--- src/rtl/sar_pkg.sv ---
package sar_pkg;
  localparam int RES_W = 10;
  localparam int HI_W  = 8;
  localparam int LO_W  = RES_W - HI_W;
  localparam int POS_W = $clog2(RES_W);

  // control byte bit positions (software decodes these)
  localparam int B_EXT  = 5;
  localparam int B_DONE = 4;
  localparam int B_GO   = 3;
  localparam int CH_W   = 3;

  // one successive-approximation step on the tested bit
  function automatic logic [RES_W-1:0] trial_next(input logic [RES_W-1:0] word,
                                                  input logic [POS_W-1:0] pos,
                                                  input logic gt);
    logic [RES_W-1:0] w;
    w = word;
    if (!gt) w[pos] = 1'b0;
    if (pos != '0) w[pos - 1'b1] = 1'b1;
    return w;
  endfunction

  // true when tick count 'cnt' closes a bit trial
  function automatic bit trial_end(input int cnt, input int lead, input int per, input int nbits);
    return (cnt >= lead + per) && (cnt <= lead + per * nbits) && (((cnt - lead) % per) == 0);
  endfunction

  // bit index tested in the trial that ends at 'cnt'
  function automatic int trial_bit(input int cnt, input int lead, input int per, input int nbits);
    return nbits - (cnt - lead) / per;
  endfunction
endpackage

--- src/rtl/sar_start_sync.sv ---
module sar_start_sync #(
  parameter int STAGES = 2
) (
  input  logic clk,
  input  logic rst_n,
  input  logic tick,
  input  logic en,
  input  logic pin,
  output logic rise_o
);
  logic [STAGES-1:0] chain;
  logic              lvl_q;

  generate
    if (STAGES == 1) begin : g_one
      always_ff @(posedge clk or negedge rst_n)
        if (!rst_n) chain <= '1;
        else        chain <= pin;
    end else begin : g_many
      always_ff @(posedge clk or negedge rst_n)
        if (!rst_n) chain <= '1;
        else        chain <= {chain[STAGES-2:0], pin};
    end
  endgenerate

  // level seen at the previous machine-cycle boundary
  always_ff @(posedge clk or negedge rst_n)
    if (!rst_n)    lvl_q <= 1'b1;
    else if (tick) lvl_q <= chain[STAGES-1];

  assign rise_o = tick & en & chain[STAGES-1] & ~lvl_q;
endmodule

--- src/rtl/sar_phase_timer.sv ---
module sar_phase_timer
  import sar_pkg::*;
#(
  parameter int INIT_CYC = 2,
  parameter int SAMP_CYC = 8,
  parameter int BIT_CYC  = 4,
  parameter int NBITS    = RES_W
) (
  input  logic             clk,
  input  logic             rst_n,
  input  logic             tick,
  input  logic             go,
  input  logic             abort,
  output logic             run_o,
  output logic             busy_evt_o,
  output logic             trial_evt_o,
  output logic [POS_W-1:0] trial_pos_o,
  output logic             fin_evt_o
);
  localparam int LEAD  = INIT_CYC + SAMP_CYC;
  localparam int TOTAL = LEAD + BIT_CYC * NBITS;
  localparam int CNT_W = $clog2(TOTAL + 1);

  logic             run_q;
  logic [CNT_W-1:0] cnt_q;
  logic [CNT_W-1:0] cnt_n;
  logic             run_tick;

  assign cnt_n    = cnt_q + 1'b1;
  assign run_tick = run_q & tick & ~abort;

  assign busy_evt_o  = run_tick & (int'(cnt_n) == 1);
  assign trial_evt_o = run_tick & trial_end(int'(cnt_n), LEAD, BIT_CYC, NBITS);
  assign trial_pos_o = POS_W'(trial_bit(int'(cnt_n), LEAD, BIT_CYC, NBITS));
  assign fin_evt_o   = run_tick & (int'(cnt_n) == TOTAL);
  assign run_o       = run_q;

  always_ff @(posedge clk or negedge rst_n)
    if (!rst_n) begin
      run_q <= 1'b0;
      cnt_q <= '0;
    end else if (abort || fin_evt_o) begin
      run_q <= 1'b0;
      cnt_q <= '0;
    end else if (go) begin
      run_q <= 1'b1;
      cnt_q <= '0;
    end else if (run_tick) begin
      cnt_q <= cnt_n;
    end
endmodule

--- src/rtl/sar_trial_reg.sv ---
module sar_trial_reg
  import sar_pkg::*;
(
  input  logic             clk,
  input  logic             rst_n,
  input  logic             go,
  input  logic             abort,
  input  logic             trial_evt,
  input  logic [POS_W-1:0] trial_pos,
  input  logic             fin_evt,
  input  logic             cmp_gt,
  output logic [RES_W-1:0] word_o,
  output logic [RES_W-1:0] next_o
);
  logic [RES_W-1:0] word_q;

  assign next_o = trial_next(word_q, trial_pos, cmp_gt);
  assign word_o = word_q;

  always_ff @(posedge clk or negedge rst_n)
    if (!rst_n)              word_q <= '0;
    else if (abort)          word_q <= '0;
    else if (go)             word_q <= RES_W'(1) << (RES_W - 1);
    else if (fin_evt)        word_q <= '0;
    else if (trial_evt)      word_q <= next_o;
endmodule

--- src/rtl/sar_seq.sv ---
module sar_seq
  import sar_pkg::*;
#(
  parameter int INIT_CYC    = 2,
  parameter int SAMP_CYC    = 8,
  parameter int BIT_CYC     = 4,
  parameter int SYNC_STAGES = 2
) (
  input  logic             clk,
  input  logic             rst_n,
  input  logic             mc_tick,
  input  logic             low_power,
  input  logic             ctrl_wr,
  input  logic [5:0]       ctrl_wdata,
  output logic [7:0]       ctrl_rd,
  output logic [HI_W-1:0]  high_rd,
  input  logic             ext_start,
  input  logic             cmp_gt,
  output logic [RES_W-1:0] dac_word,
  output logic [CH_W-1:0]  mux_sel,
  output logic             done_flag
);
  logic             ext_en_q, done_q, cmd_q, busy_q;
  logic [CH_W-1:0]  chan_q;
  logic [RES_W-1:0] res_q;

  // named internal events
  logic             ext_rise, go_evt, run_q, busy_evt, trial_evt, fin_evt;
  logic [POS_W-1:0] trial_pos;
  logic [RES_W-1:0] trial_word, trial_nxt;
  logic             sw_go_wr;

  assign go_evt   = mc_tick & ~run_q & ~low_power & (cmd_q | ext_rise);
  assign sw_go_wr = ctrl_wr & ctrl_wdata[B_GO] & ~run_q & ~low_power;

  sar_start_sync #(.STAGES(SYNC_STAGES)) u_sync (
    .clk(clk), .rst_n(rst_n), .tick(mc_tick), .en(ext_en_q),
    .pin(ext_start), .rise_o(ext_rise)
  );

  sar_phase_timer #(
    .INIT_CYC(INIT_CYC), .SAMP_CYC(SAMP_CYC), .BIT_CYC(BIT_CYC), .NBITS(RES_W)
  ) u_timer (
    .clk(clk), .rst_n(rst_n), .tick(mc_tick), .go(go_evt), .abort(low_power),
    .run_o(run_q), .busy_evt_o(busy_evt), .trial_evt_o(trial_evt),
    .trial_pos_o(trial_pos), .fin_evt_o(fin_evt)
  );

  sar_trial_reg u_trial (
    .clk(clk), .rst_n(rst_n), .go(go_evt), .abort(low_power),
    .trial_evt(trial_evt), .trial_pos(trial_pos), .fin_evt(fin_evt),
    .cmp_gt(cmp_gt), .word_o(trial_word), .next_o(trial_nxt)
  );

  // plain configuration fields
  always_ff @(posedge clk or negedge rst_n)
    if (!rst_n) begin
      ext_en_q <= 1'b0;
      chan_q   <= '0;
    end else if (ctrl_wr) begin
      ext_en_q <= ctrl_wdata[B_EXT];
      chan_q   <= ctrl_wdata[CH_W-1:0];
    end

  // command flip-flop: set by write or external edge, self-clearing
  always_ff @(posedge clk or negedge rst_n)
    if (!rst_n)                   cmd_q <= 1'b0;
    else if (low_power || fin_evt) cmd_q <= 1'b0;
    else if (go_evt || sw_go_wr)  cmd_q <= 1'b1;

  // readable busy status
  always_ff @(posedge clk or negedge rst_n)
    if (!rst_n)                    busy_q <= 1'b0;
    else if (low_power || fin_evt) busy_q <= 1'b0;
    else if (busy_evt)             busy_q <= 1'b1;

  // done flag: completion wins over a same-cycle clear
  always_ff @(posedge clk or negedge rst_n)
    if (!rst_n)                              done_q <= 1'b0;
    else if (fin_evt)                        done_q <= 1'b1;
    else if (ctrl_wr && !ctrl_wdata[B_DONE]) done_q <= 1'b0;

  // result only moves on completion
  always_ff @(posedge clk or negedge rst_n)
    if (!rst_n)       res_q <= '0;
    else if (fin_evt) res_q <= trial_nxt;

  assign ctrl_rd   = {res_q[LO_W-1:0], ext_en_q, done_q, busy_q, chan_q};
  assign high_rd   = res_q[RES_W-1:LO_W];
  assign dac_word  = trial_word;
  assign mux_sel   = chan_q;
  assign done_flag = done_q;
endmodule

--- config.mk ---
export PLATFORM = sky130hd
export DESIGN_NAME = sar_seq
export DESIGN_NICKNAME = d
export VERILOG_FILES = /design/src/rtl/sar_pkg.sv /design/src/rtl/sar_start_sync.sv /design/src/rtl/sar_phase_timer.sv /design/src/rtl/sar_trial_reg.sv /design/src/rtl/sar_seq.sv
export SDC_FILE = /design/constraint.sdc
export NUM_CORES = 1
export LEC_CHECK = 0
export ABC_AREA = 1
export BUFFER_PORTS_ARGS = -buffer_cell sky130_fd_sc_hd__buf_2
export CORE_ASPECT_RATIO = 0.6
export CORE_MARGIN = 10
export CORE_UTILIZATION = 40
export CTS_CLUSTER_DIAMETER = 200
export CTS_CLUSTER_SIZE = 16
export DETAILED_ROUTE_END_ITERATION = 10
export GPL_TIMING_DRIVEN = 0
export PLACE_DENSITY = 0.7
export SETUP_SLACK_MARGIN = 0.05
export SYNTH_ARGS = -nofsm -noshare
export SYNTH_HDL_FRONTEND = slang
export SYNTH_SLANG_ARGS = --single-unit
--- constraint.sdc ---
create_clock -name clk -period 3.5 [get_ports clk]
set_input_delay 0.35 -clock clk [delete_from_list [all_inputs] [get_ports clk]]
set_output_delay 0.35 -clock clk [all_outputs]
set_load 0.02 [all_outputs]
## Word-level counts from Yosys, hierarchy flattened

Cells that the tools add are included.

- Flip-flop bits (word level): 37
- Bits of input ports: 13
- Output and inout port bits: 30
- Logic and storage cells: 84

- Add/subtract/negate cells: 5
- $lt $le $gt $ge: 6
- Equal/unequal tests: 2
- Mux-type cells: 21
- Bitwise gates (word level): 22
- Reductions and logical operators: 17

Operators with widths:

| cell | count |
|---|---|
| 10-bit two-way mux | 6 |
| 32-bit zero test | 1 |
| 6-bit two-way mux | 3 |
| 1-bit AND | 15 |
| 10-bit AND | 1 |
| 4-bit by 5-bit less-than comparator with 1-bit output, second input constant | 2 |
| 1-bit two-way mux | 10 |
| 10-bit NOT | 1 |
| 10-bit OR | 1 |
| 1-bit demux with 4-bit select | 2 |
| 4-bit by 1-bit greater-or-equal comparator with 1-bit output, second input constant | 2 |
| 2-bit nonzero test | 4 |
| 4-bit nonzero test | 2 |
| 6-bit by 4-bit subtractor with 7-bit output, second input constant | 1 |
| 6-bit by 1-bit adder with 6-bit output, second input constant | 1 |
| 6-bit by 2-bit == test with 1-bit output, second input constant | 1 |
| 6-bit by 5-bit == test with 1-bit output, second input constant | 1 |
| 6-bit by 4-bit greater-or-equal comparator with 1-bit output, second input constant | 1 |
| 6-bit <= comparator, second input constant | 1 |
| 1-bit logical AND | 5 |
| 4-bit by 1-bit adder with 4-bit output | 1 |
| 4-bit by 1-bit subtractor with 4-bit output, second input constant | 1 |
| 4-bit subtractor, first input constant | 1 |
| 1-bit NOT | 3 |
| other kinds (5) | 6 |

## Logic depth before layout (Yosys ltp)

Gate-level depths: netlist (run 1).

- Word-level depth: 19
- Mapped depth: 24

## Modules after synthesis

A second synthesis (run 1) with hierarchy kept.

- Cells, all modules: 302
- Area, all modules: 2210.9 um^2

By module, submodules not included:

| module | times used | cells an instance | area each (um^2) | sequential area each (um^2) |
|---|---|---|---|---|
| sar_phase_timer | 1 | 111 | 753.2 | 175.2 |
| sar_seq | 1 | 84 | 711.9 | 425.4 |
| sar_trial_reg | 1 | 97 | 640.6 | 250.2 |
| sar_start_sync | 1 | 10 | 105.1 | 78.8 |

## Worst setup path after synthesis (run 1)

Ideal clock, no wire load.

- Kind: register to register
- Start point: reg u_timer.cnt_q[1]
- End point: reg u_trial.word_q[8], in the netlist u_trial.word_o[8]
- Setup time: 0.117 ns
- Data arrival time: 2.747 ns
- Required time: 3.383 ns
- Path slack: 0.636 ns
- Stages on the path, launching flop included: 20
- Buffers on the path: 0
- Clock period less this slack: 2.864 ns
- Path through: dfrtp_1 > ha_1 > xnor2_2 > inv_1 > o21ai_0 > nand3b_1 > ha_1 > inv_1 > nor2_1 > fa_1 > inv_1 > nand3_1 > nand3_1 > nand3_1 > inv_1 > nand2_1 > o21ai_1 > nand2_1 > nand2_1 > nand2_1

- Cells in the longest elaborated chain, start to end: 19

RTL lines:

| what | line | RTL |
|---|---|---|
| start: declaration | sar_phase_timer.sv:25 | `logic [CNT_W-1:0] cnt_q;` |
| start signal: assignment | sar_phase_timer.sv:49 | `cnt_q <= cnt_n;` |
| 6-bit by 1-bit adder with 6-bit output * | sar_phase_timer.sv:29 | `assign cnt_n = cnt_q + 1'b1;` |
| branches (longest 18 deep; another with 6-bit by 4-bit subtractor with 7-bit output) | -- |  |
| end signal: assignment | sar_trial_reg.sv:23 | `else if (go) word_q <= RES_W'(1) << (RES_W - 1);` |
| end signal: assignment | sar_trial_reg.sv:25 | `else if (trial_evt) word_q <= next_o;` |
| end: declaration | sar_trial_reg.sv:15 | `logic [RES_W-1:0] word_q;` |

Mark *: on every way between the ends. The select of a mux whose other input is x is not followed.
A chain may end at the register's enable or synchronous reset.

## Worst setup path after layout (run 1)

- Start point: reg u_timer.cnt_q[0]
- End point: reg u_trial.word_q[1], in the netlist u_trial.word_o[1]

Same word-level chain as after synthesis.

==> key figures, run 1 <==
STA
  • Count of final setup violators: 0
  • Final number of max-transition violations: 0
  • Measured slew at the worst slew-check pin: 823 ps
  • Achievable frequency: 0.321 GHz
  • Unrepaired setup endpoints after global routing: false
  • Final Hold Violating Endpoints: 0
  • Headroom to the max-slew limit: 45.2%
  • Post-route minimum period: 3120 ps
  • Final clock skew: 4.71 ps
  • Final TNS setup: 0 ps
  • Tcrit/Tclk final: 89.1%

Pwr
  • Cell internal pwr: 0.632 mW
  • Switching component of the power: 0.228 mW
  • Sw Share: 26.5%
  • Worst VDD drop: 0.149 mV
  • Clock network fraction of total power: 36.9%
  • Leakage power: 1.48 nW
  • Power after layout: 0.861 mW
  • Gate power share: 11.4%
  • Part of the power in registers: 51.7%
  • Pwr per Cell Area: 327 nW/um^2

Logic synthesis
  • Fraction of registers with async set/reset: 100%
  • Number of enable-type register cells in the synthesized netlist: 0
  • Area of the mapped netlist: 2210 sq um
  • Number of flip-flops and latches in the synthesized netlist: 37
  • Top cells by area, synth: sky130_fd_sc_hd__dfrtp_1 39%, sky130_fd_sc_hd__nand2_1 14%, sky130_fd_sc_hd__inv_1 4.8%, sky130_fd_sc_hd__ha_1 4.5%, sky130_fd_sc_hd__dfstp_2 3.6%
  • Yosys warning total: 0
  • Main flop type after synthesis: sky130_fd_sc_hd__dfrtp_1
  • Most area-hungry cell type in the Yosys netlist: sky130_fd_sc_hd__dfrtp_1
  • Unique masters post-synth: 34
  • Syn_area_per_cell: 8.06 sq um
  • Net Count, Synth: 296
  • Area share of the leading cell type in the synthesized netlist: 38.5%
  • Seq/Total Area, Yosys: 42.1%
  • Gate count of the mapped netlist: 274

Cells and area
  • Utilization of the core after routing: 50.6%
  • Number of non-filler instances in the completed layout: 393
  • Layout Nets: 348
  • Storage cell area: 932 sq um
  • Layout cell share with drive strength beyond 1: 31.8%
  • Area added between synthesis and finish: 19.1%
  • Area taken by multi-input logic gates: 1070 sq um
  • Total of fill cells in the finished design: 514
  • Count of inserted antenna diode cells: 0

Critical path
  • Cell repeated most along the worst path: sky130_fd_sc_hd__nand2_1
  • Arrival time reported for the critical path endpoint: 3310 ps
  • Worst path max stage delay: 440 ps
  • Classification of the worst setup path: reg2reg
  • Critical-path cell with the highest stage delay: sky130_fd_sc_hd__dfrtp_2
  • Worst R2R Start: u_timer.cnt_q[0]$_DFFE_PN0P_
  • Kind of end point of the critical path: flip-flop
  • Cell type group with the largest total delay on the critical path: simple AND/OR/NAND/NOR gates
  • Crit path launch: u_timer.cnt_q[0]$_DFFE_PN0P_
  • Series of cell instances along the critical path: buf_4, inv_1, ha_2, o21ai_2, nand3b_1, ha_1, inv_1, nor2_1, fa_1, inv_1, nand3_1, nand3_1, nand2_1, nand2_1, inv_1, nand2_1, nand2_1, nand2_1, nand2_1
  • Startpoint Class: flip-flop
  • Buffers plus inverters on the worst setup path: 5
  • Largest fanout on the critical path: 8
  • Critical Path RT: 3690 ps

Route
  • Final Routed Wirelength: 5270 um
  • Final routed wire length divided by cell count: 13.4 um
  • DRC: 0
  • Number of DRC markers after the initial detailed-route iteration: 209
  • Via count: 1913
  • First-pass iteration count of the detailed router: 4
  • Vias per inst: 4.87
  • Number of antenna-violating nets in the routed design: 0

Status
  • Status: finished clean

GRT
  • Number of global-route vias before repair: 1905
  • Global Route Usage Sum: 12.5%
  • Leftover overflow at the end of global routing: 0
  • Global-route wire length before repair: 9160 um
  • Pin count of the biggest net entering global routing: 38
  • Antenna violations before repair: 0

Clock tree
  • Total number of H-tree levels: 2
  • Clk pin slew, worst setup/hold paths: 80 ps
  • Hold-fix buffers at CTS: 0
  • Total clock buffers created by CTS: 5
  • CTS tree: yes
  • Source-to-sink clock delay at the later pin of the worst-skew pair: 290 ps
  • Number of sinks handled by clock tree synthesis: 37
  • Cell at the root of the clock tree: sky130_fd_sc_hd__clkbuf_8
  • Maximum clock insertion buffer count: 2

Placement
  • Final HPWL from detailed placement: 4110 um
  • RePlAce Congestion: 0.869
  • Number of input and output port buffers inserted: 42
  • Cell Count Post-Placement: 382

Hold path
  • Class of the worst hold path: in2async

Job
  • Max-cap violation count: 0

Floorplanning
  • DIE WIDTH: 116 um
  • Area of the die: 8990 sq um
  • Overall die height: 77.6 um
  • Effective utilization at floorplan: 42.4%
  • Row count: 20
  • Count of pins on the block boundary: 43
  • Core area: 5200 sq um
[routing by layer]
metal / track usage (%) / routed length (um) / up-vias
met3: 4.76 / 538 / 7
met4: 3.36 / 54 / 0
li1: - / - / 976
met2: 16.4 / 1960 / 63
met5: 0 / 0 / -
met1: 18.2 / 2720 / 867
[sequential cells by signal, summed over array words and instances (netlist names), 2 cells and up]
| name | flops |
|---|---|
| mux_sel | 3 |
| res_q | 10 |
| u_sync.chain | 2 |
| u_timer.cnt_q | 6 |
| u_trial.word_o | 10 |
[kinds of logic after synthesis]
family,after synthesis,synth area share [%]
AND/OR/NAND/NOR,149,32.0
XOR/XNOR,2,1.13
adder cells (fa/ha/maj),9,5.44
AO/OA/AOI/OAI,33,9.52
flip-flops,37,42.1
buffers and inverters,44,9.80
[through the flow]
step | cell area (sq um) | setup WS [ps] | hold slack (ps)
5_1_grt | 2630 | 43.9 | 145
4_1_cts | 2600 | 104 | 146
3_3_place_gp | 2500 | 168 | 346
6_report | 2630 | 381 | 150
2_1_floorplan | 2210 | 636 | 54.4
3_5_place_dp | 2500 | 144 | 349
[what timing repair did]
item / in CTS / in global routing
gates resized for setup: 0 / 7
buffers inserted: 0 / 3
endpoints found under the setup margin: 0 / 20
[final timing paths]
check / end / cells past startpoint / slack (ps)
setup / recovery: u_trial.word_o[1]$_DFFE_PN0P_ / 19 / 380
hold / removal: u_timer.run_o$_DFFE_PN0P_ / 1 / 150
setup reg to reg: u_trial.word_o[1]$_DFFE_PN0P_ / 19 / 380
hold reg to reg: u_sync.chain[1]$_DFF_PN1_ / 0 / 360
max in group asynchronous: u_timer.cnt_q[1]$_DFFE_PN0P_ / 1 / 2790
min in group clk: u_sync.chain[0]$_DFF_PN1_ / 1 / 150
[final cells by class]
class | count | area share (%)
inverter | 32 | 4.66
sequential | 37 | 35.4
tap | 66 | 3.14
timing repair buffer | 45 | 8.84
multi-input combinational | 193 | 40.7
clock inverter | 2 | 0.523
clock buffer | 6 | 3.14
buffer | 12 | 3.57
[Yosys cell counts, types with 5 or more instances]
library cell and number:
sky130_fd_sc_hd__nand3_1 15, sky130_fd_sc_hd__nand2_2 9, sky130_fd_sc_hd__nor2_2 5, sky130_fd_sc_hd__buf_4 9
sky130_fd_sc_hd__nand2_1 85, sky130_fd_sc_hd__o21ai_1 9, sky130_fd_sc_hd__nor2_1 20, sky130_fd_sc_hd__dfrtp_1 34
sky130_fd_sc_hd__o21ai_0 5, sky130_fd_sc_hd__inv_1 28, sky130_fd_sc_hd__ha_1 8, sky130_fd_sc_hd__a31oi_1 10
[power by group through the flow]
stage | clock [mW] | combinational (mW) | sequential [mW]
CTS | 0.329 | 0.0994 | 0.445
finish | 0.318 | 0.0981 | 0.445
detailed placement | 0 | 0.0989 | 0.453
floorplan | 0 | 0.0575 | 0.457
global route | 0.346 | 0.111 | 0.447
global placement | 0 | 0.0975 | 0.453
[worst reg2reg max path: cells and delay by family (launching register included)]
| family | cells | cell delay [ps] |
|---|---|---|
| DFF | 1 | 440 |
| adders and majority gates | 3 | 910 |
| buffers and inverters | 5 | 480 |
| and+or+nand+nor | 10 | 970 |
| AOI/OAI and AO/OA | 1 | 210 |
[placed cells by master, fill, tap and decap left out, types with 3 or more instances in the layout]
cell type / netlist / final
sky130_fd_sc_hd__a211oi_1: 3 / 3
sky130_fd_sc_hd__a21oi_1: 3 / 3
sky130_fd_sc_hd__a31oi_1: 10 / 10
sky130_fd_sc_hd__buf_2: 0 / 42
sky130_fd_sc_hd__buf_4: 9 / 12
sky130_fd_sc_hd__clkbuf_8: 0 / 6
sky130_fd_sc_hd__dfrtp_1: 34 / 32
sky130_fd_sc_hd__dfstp_2: 3 / 3
sky130_fd_sc_hd__ha_1: 8 / 6
sky130_fd_sc_hd__inv_1: 28 / 27
sky130_fd_sc_hd__inv_2: 3 / 4
sky130_fd_sc_hd__nand2_1: 85 / 85
sky130_fd_sc_hd__nand2_2: 9 / 9
sky130_fd_sc_hd__nand3_1: 15 / 15
sky130_fd_sc_hd__nand3_2: 3 / 3
sky130_fd_sc_hd__nand4_1: 3 / 3
sky130_fd_sc_hd__nor2_1: 20 / 20
sky130_fd_sc_hd__nor2_2: 5 / 5
sky130_fd_sc_hd__o21ai_0: 5 / 4
sky130_fd_sc_hd__o21ai_1: 9 / 9
Power figures use the tool's default switching activity.
==> run 2, diff against run 1 <==
--- a/config.mk
+++ b/config.mk
@@ -7,7 +7,6 @@
 export LEC_CHECK = 0
 export ABC_AREA = 1
 export BUFFER_PORTS_ARGS = -buffer_cell sky130_fd_sc_hd__buf_2
-export CORE_ASPECT_RATIO = 0.6
 export CORE_MARGIN = 10
 export CORE_UTILIZATION = 40
 export CTS_CLUSTER_DIAMETER = 200
@@ -15,6 +14,7 @@
 export DETAILED_ROUTE_END_ITERATION = 10
 export GPL_TIMING_DRIVEN = 0
 export PLACE_DENSITY = 0.7
+export REMOVE_ABC_BUFFERS = 1
 export SETUP_SLACK_MARGIN = 0.05
 export SYNTH_ARGS = -nofsm -noshare
 export SYNTH_HDL_FRONTEND = slang
==> key figures, run 2 (same netlist as run 1, synthesis figures left out) <==
Clock tree
  • Clk pin slew, worst setup/hold paths: 70 ps
  • Number of sinks handled by clock tree synthesis: 37
  • Maximum clock insertion buffer count: 2
  • Cell at the root of the clock tree: sky130_fd_sc_hd__clkbuf_8
  • Total number of H-tree levels: 2
  • Source-to-sink clock delay at the later pin of the worst-skew pair: 280 ps
  • Total clock buffers created by CTS: 5
  • CTS tree: yes

Critical path
  • Worst path max stage delay: 490 ps
  • Buffers plus inverters on the worst setup path: 4
  • Startpoint Class: flip-flop
  • Setup slack of the most critical reg-to-reg path: 290 ps
  • Cell type group with the largest total delay on the critical path: adder cells
  • Reg2reg end: res_q[8]$_DFFE_PN0P_
  • Critical Path RT: 3680 ps
  • Arrival time reported for the critical path endpoint: 3380 ps
  • FF-to-FF path depth: 19
  • Kind of end point of the critical path: flip-flop
  • Classification of the worst setup path: reg2reg
  • Worst R2R Start: u_timer.cnt_q[0]$_DFFE_PN0P_
  • Worst path depth: 19
  • Critical-path cell with the highest stage delay: sky130_fd_sc_hd__dfrtp_2
  • Largest fanout on the critical path: 11
  • Series of cell instances along the critical path: ha_1, xnor2_2, inv_1, o21ai_1, nand3b_1, ha_1, inv_1, nor2_1, fa_1, inv_1, nand3_1, nand3_1, nand3_1, inv_1, nand2_1, o21ai_1, nand2_1, nand2_1, nand2_1

Route
  • Final routed wire length divided by cell count: 12.5 um
  • Number of DRC markers after the initial detailed-route iteration: 100
  • Final Routed Wirelength: 4800 um
  • DRC: 0
  • Vias per inst: 4.80
  • First-pass iteration count of the detailed router: 5
  • Number of antenna-violating nets in the routed design: 0
  • Via count: 1845

GRT
  • Global Route Usage Sum: 11.3%
  • Number of global-route vias before repair: 1834
  • Leftover overflow at the end of global routing: 0
  • Pin count of the biggest net entering global routing: 38
  • Antenna violations before repair: 0
  • Global-route wire length before repair: 8230 um

STA
  • Final hold slack: 152 ps
  • Final Hold Violating Endpoints: 0
  • Unrepaired setup endpoints after global routing: false
  • Count of final setup violators: 0
  • Measured slew at the worst slew-check pin: 809 ps
  • Final clock skew: 2.88 ps
  • Achievable frequency: 0.312 GHz
  • Headroom to the max-slew limit: 46.0%
  • Final number of max-transition violations: 0
  • Tcrit/Tclk final: 91.6%
  • Final TNS setup: 0 ps
  • Post-route minimum period: 3210 ps

Cells and area
  • Layout cell share with drive strength beyond 1: 27.4%
  • Total of fill cells in the finished design: 522
  • Area taken by multi-input logic gates: 1060 sq um
  • Layout Nets: 335
  • Storage cell area: 931 sq um
  • Commonest non-fill, non-tap cells in the layout: 85 x sky130_fd_sc_hd__nand2_1, 42 x sky130_fd_sc_hd__buf_2, 33 x sky130_fd_sc_hd__dfrtp_1
  • Area added between synthesis and finish: 13.7%
  • Final cell area excluding filler cells: 2510 sq um
  • Commonest non-fill, non-tap cell in the layout: sky130_fd_sc_hd__nand2_1
  • Count of inserted antenna diode cells: 0

Floorplanning
  • Effective utilization at floorplan: 42.2%
  • Row count: 26
  • Overall die height: 94.3 um
  • Area of the die: 8890 sq um
  • Core area: 5240 sq um
  • DIE WIDTH: 94.3 um
  • Count of pins on the block boundary: 43

Pwr
  • Leakage power: 1.41 nW
  • Pwr per Cell Area: 324 nW/um^2
  • Worst VDD drop: 0.143 mV

Hold path
  • Class of the worst hold path: in2async

Status
  • Status: finished clean

Placement
  • Standard cell area after detailed placement: 2410 sq um
  • RePlAce Congestion: 0.800
  • Number of input and output port buffers inserted: 42
  • Final HPWL from detailed placement: 3700 um

Job
  • Max-cap violation count: 0
-- run 2: cell types whose count changed in the layout (fill, tap and decap cells not counted), sizes merged --
cell    delta
buf       -12
clkbuf     -1
-- run 2: layer usage --
layer / global-route usage, % / wire, um
met1: 12.5 / 2110
met5: 0 / 0
met3: 3.28 / 289
met4: 3.80 / 40
met2: 20.3 / 2350
-- run 2: where the power goes --
part / internal (mW) / total (mW) / switching [mW]
logic: 0.0271 / 0.0886 / 0.0615
registers: 0.439 / 0.446 / 0.00681
clock network: 0.138 / 0.280 / 0.142
total: 0.604 / 0.815 / 0.211
-- run 2: worst reg2reg max path: cells and delay by family, from the launching register on --
kind | cells | cell delay [ps]
DFF | 1 | 490
AOI/OAI and AO/OA | 2 | 330
buffers and inverters | 4 | 330
and+or+nand+nor | 9 | 800
adders and majority gates | 3 | 880
xor gates and xnor gates | 1 | 260
-- run 2: repair_timing --
item,CTS,global route
endpoints found under the setup margin,0,19
hold buffers,0,0
resized for setup,0,2
buffers inserted,0,2
-- run 2: through the flow --
step	std cells	power, mW	setup slack (ps)	utilization, %
6_report	384	0.815	295	47.9
5_1_grt	384	0.855	55.9	47.9
4_1_cts	382	0.826	101	47.6
3_5_place_dp	374	0.544	124	46.1
3_3_place_gp	374	0.541	192	46.1
2_1_floorplan	262	0.506	540	-
-- run 2: worst max path at each step --
| stage | startpoint | end | slack [ps] |
|---|---|---|---|
| after floorplan | u_timer.cnt_q[0]$_DFFE_PN0P_ | res_q[8]$_DFFE_PN0P_ | 540 |
| after global placement | u_timer.cnt_q[0]$_DFFE_PN0P_ | res_q[8]$_DFFE_PN0P_ | 190 |
| after detailed placement | u_timer.cnt_q[0]$_DFFE_PN0P_ | res_q[8]$_DFFE_PN0P_ | 120 |
| after CTS | u_timer.cnt_q[0]$_DFFE_PN0P_ | res_q[8]$_DFFE_PN0P_ | 100 |
| after global routing | u_timer.cnt_q[0]$_DFFE_PN0P_ | u_trial.word_o[4]$_DFFE_PN0P_ | 60 |
| final | u_timer.cnt_q[0]$_DFFE_PN0P_ | res_q[8]$_DFFE_PN0P_ | 290 |
-- run 2: area by class of cell --
type                            count  area share, %
Tap cell                           70           3.49
Timing Repair Buffer               44           8.97
Multi-Input combinational cell    193           42.3
Clock inverter                      2          0.399
Inverter                           32           4.88
Sequential cell                    37           37.1
Clock buffer                        6           2.89
==> run 3, diff against run 2 <==
--- a/config.mk
+++ b/config.mk
@@ -5,7 +5,7 @@
 export SDC_FILE = /design/constraint.sdc
 export NUM_CORES = 1
 export LEC_CHECK = 0
-export ABC_AREA = 1
+export ABC_AREA = 0
 export BUFFER_PORTS_ARGS = -buffer_cell sky130_fd_sc_hd__buf_2
 export CORE_MARGIN = 10
 export CORE_UTILIZATION = 40
@@ -13,7 +13,7 @@
 export CTS_CLUSTER_SIZE = 16
 export DETAILED_ROUTE_END_ITERATION = 10
 export GPL_TIMING_DRIVEN = 0
-export PLACE_DENSITY = 0.7
+export PLACE_DENSITY = 0.69
 export REMOVE_ABC_BUFFERS = 1
 export SETUP_SLACK_MARGIN = 0.05
 export SYNTH_ARGS = -nofsm -noshare
==> key figures, run 3 <==
STA
  • Count of final setup violators: 0
  • Min setup slack post-route: 125 ps
  • Final number of max-transition violations: 0
  • Unrepaired setup endpoints after global routing: true
  • Tcrit/Tclk final: 96.4%
  • Headroom to the max-slew limit: 21.3%
  • Final clock skew: 7.72 ps
  • Measured slew at the worst slew-check pin: 1180 ps
  • Post-route minimum period: 3380 ps
  • Final Hold Violating Endpoints: 0
  • Achievable frequency: 0.296 GHz

Logic synthesis
  • Post-Synth XOR/XNOR Area: 4.20%
  • Number of enable-type register cells in the synthesized netlist: 0
  • Area of the mapped netlist: 2530 sq um
  • Gate count of the mapped netlist: 264
  • Yosys warning total: 0
  • Mux contribution to synthesized area: 3.56%
  • Number of flip-flops and latches in the synthesized netlist: 37
  • Dominant combinational cell family by area after synthesis: simple AND/OR/NAND/NOR gates
  • Main flop type after synthesis: sky130_fd_sc_hd__dfrtp_1
  • Syn_area_per_cell: 9.59 sq um
  • Most common cell in the netlist: sky130_fd_sc_hd__dfrtp_1
  • Unique masters post-synth: 66
  • Fraction of registers with async set/reset: 100%
  • Seq/Total Area, Yosys: 36.7%
  • Post-synthesis share of cell area spent on and, or, nand and nor gates: 21.7%
  • Area share of the leading cell type in the synthesized netlist: 33.6%
  • Most frequent cells after synthesis: 34 x sky130_fd_sc_hd__dfrtp_1, 22 x sky130_fd_sc_hd__nor2_1, 16 x sky130_fd_sc_hd__nand2_1, 14 x sky130_fd_sc_hd__inv_1, 11 x sky130_fd_sc_hd__nor3_1
  • Most area-hungry cell type in the Yosys netlist: sky130_fd_sc_hd__dfrtp_1
  • Top cells by area, synth: sky130_fd_sc_hd__dfrtp_1 34%, sky130_fd_sc_hd__ha_1 4.0%, sky130_fd_sc_hd__mux2_2 3.6%, sky130_fd_sc_hd__nor2_1 3.3%, sky130_fd_sc_hd__dfstp_2 3.1%
  • Adder and majority gate portion of the synthesized area: 4.75%
  • Compound-gate portion of the synthesized area: 21.5%

Route
  • Number of DRC markers after the initial detailed-route iteration: 118
  • Vias per inst: 5.80
  • DRC: 0
  • Final Routed Wirelength: 6570 um
  • Number of antenna-violating nets in the routed design: 0
  • Via count: 2273
  • First-pass iteration count of the detailed router: 4
  • Final routed wire length divided by cell count: 16.8 um

Floorplanning
  • DIE WIDTH: 99.6 um
  • Overall die height: 99.6 um
  • Core area: 6030 sq um
  • Row count: 28
  • Count of pins on the block boundary: 43
  • Effective utilization at floorplan: 42.0%
  • Area of the die: 9910 sq um

GRT
  • Global-route wire length before repair: 10700 um
  • Global Route Usage Sum: 12.7%
  • Antenna violations before repair: 0
  • Pin count of the biggest net entering global routing: 38
  • Number of global-route vias before repair: 2234
  • Leftover overflow at the end of global routing: 0

Cells and area
  • Area added between synthesis and finish: 30.9%
  • Number of non-filler instances in the completed layout: 392
  • Commonest non-fill, non-tap cell in the layout: sky130_fd_sc_hd__buf_2
  • Storage cell area: 940 sq um
  • Count of inserted antenna diode cells: 0
  • Layout Nets: 338
  • Area taken by multi-input logic gates: 1700 sq um
  • Total of fill cells in the finished design: 531
  • Layout cell share with drive strength beyond 1: 43.5%
  • Commonest non-fill, non-tap cells in the layout: 43 x sky130_fd_sc_hd__buf_2, 28 x sky130_fd_sc_hd__dfrtp_1, 21 x sky130_fd_sc_hd__buf_4

Status
  • Status: finished clean

Hold path
  • Class of the worst hold path: in2async

Placement
  • Cell Count Post-Placement: 360
  • Final HPWL from detailed placement: 4320 um
  • Number of input and output port buffers inserted: 42
  • Worst slack after detailed placement: -876 ps
  • RePlAce Congestion: 0.852

Pwr
  • Leakage power: 1.43 nW
  • Worst VDD drop: 0.242 mV
  • Pwr per Cell Area: 291 nW/um^2

Clock tree
  • CTS tree: yes
  • Cell at the root of the clock tree: sky130_fd_sc_hd__clkbuf_8
  • Source-to-sink clock delay at the later pin of the worst-skew pair: 300 ps
  • Number of sinks handled by clock tree synthesis: 37
  • Total clock buffers created by CTS: 5
  • Maximum clock insertion buffer count: 2
  • Clk pin slew, worst setup/hold paths: 80 ps
  • Total number of H-tree levels: 2
  • Hold-fix buffers at CTS: 0

Critical path
  • Startpoint Class: flip-flop
  • Kind of end point of the critical path: flip-flop
  • Critical Path RT: 3680 ps
  • Arrival time reported for the critical path endpoint: 3560 ps
  • Classification of the worst setup path: reg2reg
  • Largest fanout on the critical path: 9

Job
  • Max-cap violation count: 0
[run 3: cell count changes after synthesis, sizes merged, moves of 6 or more]
| cell | previous run | this run |
|---|---|---|
| a21o | 0 | 7 |
| o21ai | 14 | 6 |
| inv | 32 | 14 |
| nor3 | 3 | 12 |
| nand3 | 19 | 6 |
| mux2 | 0 | 8 |
| nand2 | 96 | 16 |
| buf | 11 | 17 |
[run 3: metal layers]
metal / GRT usage, % / vias up / share of wire, %
li1: - / 1085 / -
met1: 15.5 / 1103 / 43
met2: 21.3 / 76 / 49
met3: 3.74 / 9 / 6.4
met4: 3.20 / 0 / 1.5
met5: 0 / - / 0
[run 3: path summary, 6_finish.rpt]
kind	startpoint	endpoint	slack, ps	cells after the start
setup reg to reg	u_timer.cnt_q[4]$_DFFE_PN0P_	u_trial.word_o[6]$_DFFE_PN0P_	120	12
setup / recovery	u_timer.cnt_q[4]$_DFFE_PN0P_	u_trial.word_o[6]$_DFFE_PN0P_	120	12
min in group clk	ext_start	u_sync.chain[0]$_DFF_PN1_	150	1
hold reg to reg	u_sync.chain[0]$_DFF_PN1_	u_sync.chain[1]$_DFF_PN1_	360	0
hold / removal	rst_n	u_trial.word_o[2]$_DFFE_PN0P_	140	1
max in group asynchronous	rst_n	u_timer.cnt_q[5]$_DFFE_PN0P_	2740	1
[run 3: worst max-delay path, stage by stage (launching register included)]
cell                        delay (ps)
sky130_fd_sc_hd__dfrtp_2           450
sky130_fd_sc_hd__inv_1             150
sky130_fd_sc_hd__a2111oi_4         330
sky130_fd_sc_hd__or3_4             180
sky130_fd_sc_hd__o211ai_1          120
sky130_fd_sc_hd__ha_2              190
sky130_fd_sc_hd__and2_4            150
sky130_fd_sc_hd__fa_2              480
sky130_fd_sc_hd__xnor2_4           200
sky130_fd_sc_hd__nor3_4            440
sky130_fd_sc_hd__nor4_4             80
sky130_fd_sc_hd__nor4b_2           180
sky130_fd_sc_hd__a211o_1           320
[run 3: cell families after synthesis]
kind of cell / count (synthesis)
compound gates: 69
xor+xnor: 10
fa+ha+maj: 9
buf+inv: 35
flops: 37
mux: 8
simple gates: 96
[run 3: timing repair]
action	CTS	global route
gates resized for setup	17	43
pin swaps	3	26
setup buffers	10	14
hold endpoints to repair	0	0
setup endpoints to repair	20	20
[run 3: report_power, final]
part	total (mW)	internal, mW	switching (mW)
registers	0.444	0.438	0.00567
logic	0.0791	0.0294	0.0496
clock network	0.443	0.283	0.159
[run 3: final cells by class]
cell class	count	share of cell area [%]
multi-input combinational	192	51.2
sequential	37	28.4
timing repair buffer	66	11.9
tap	75	2.83
clock buffer	5	2.08
clock inverter	3	1.96
inverter	14	1.66
[run 3: through the flow]
stage	setup TNS [ps]	power, mW	hold slack (ps)	area (sq um)	utilization (%)
2_1_floorplan	-4750	0.491	54.4	2390	-
4_1_cts	0	0.966	148	2980	49.5
3_5_place_dp	-15220	0.525	349	2700	44.7
6_report	0	0.965	138	3310	55.0
5_1_grt	-63.4	1.00	142	3310	55.0
3_3_place_gp	-14630	0.525	348	2700	44.7
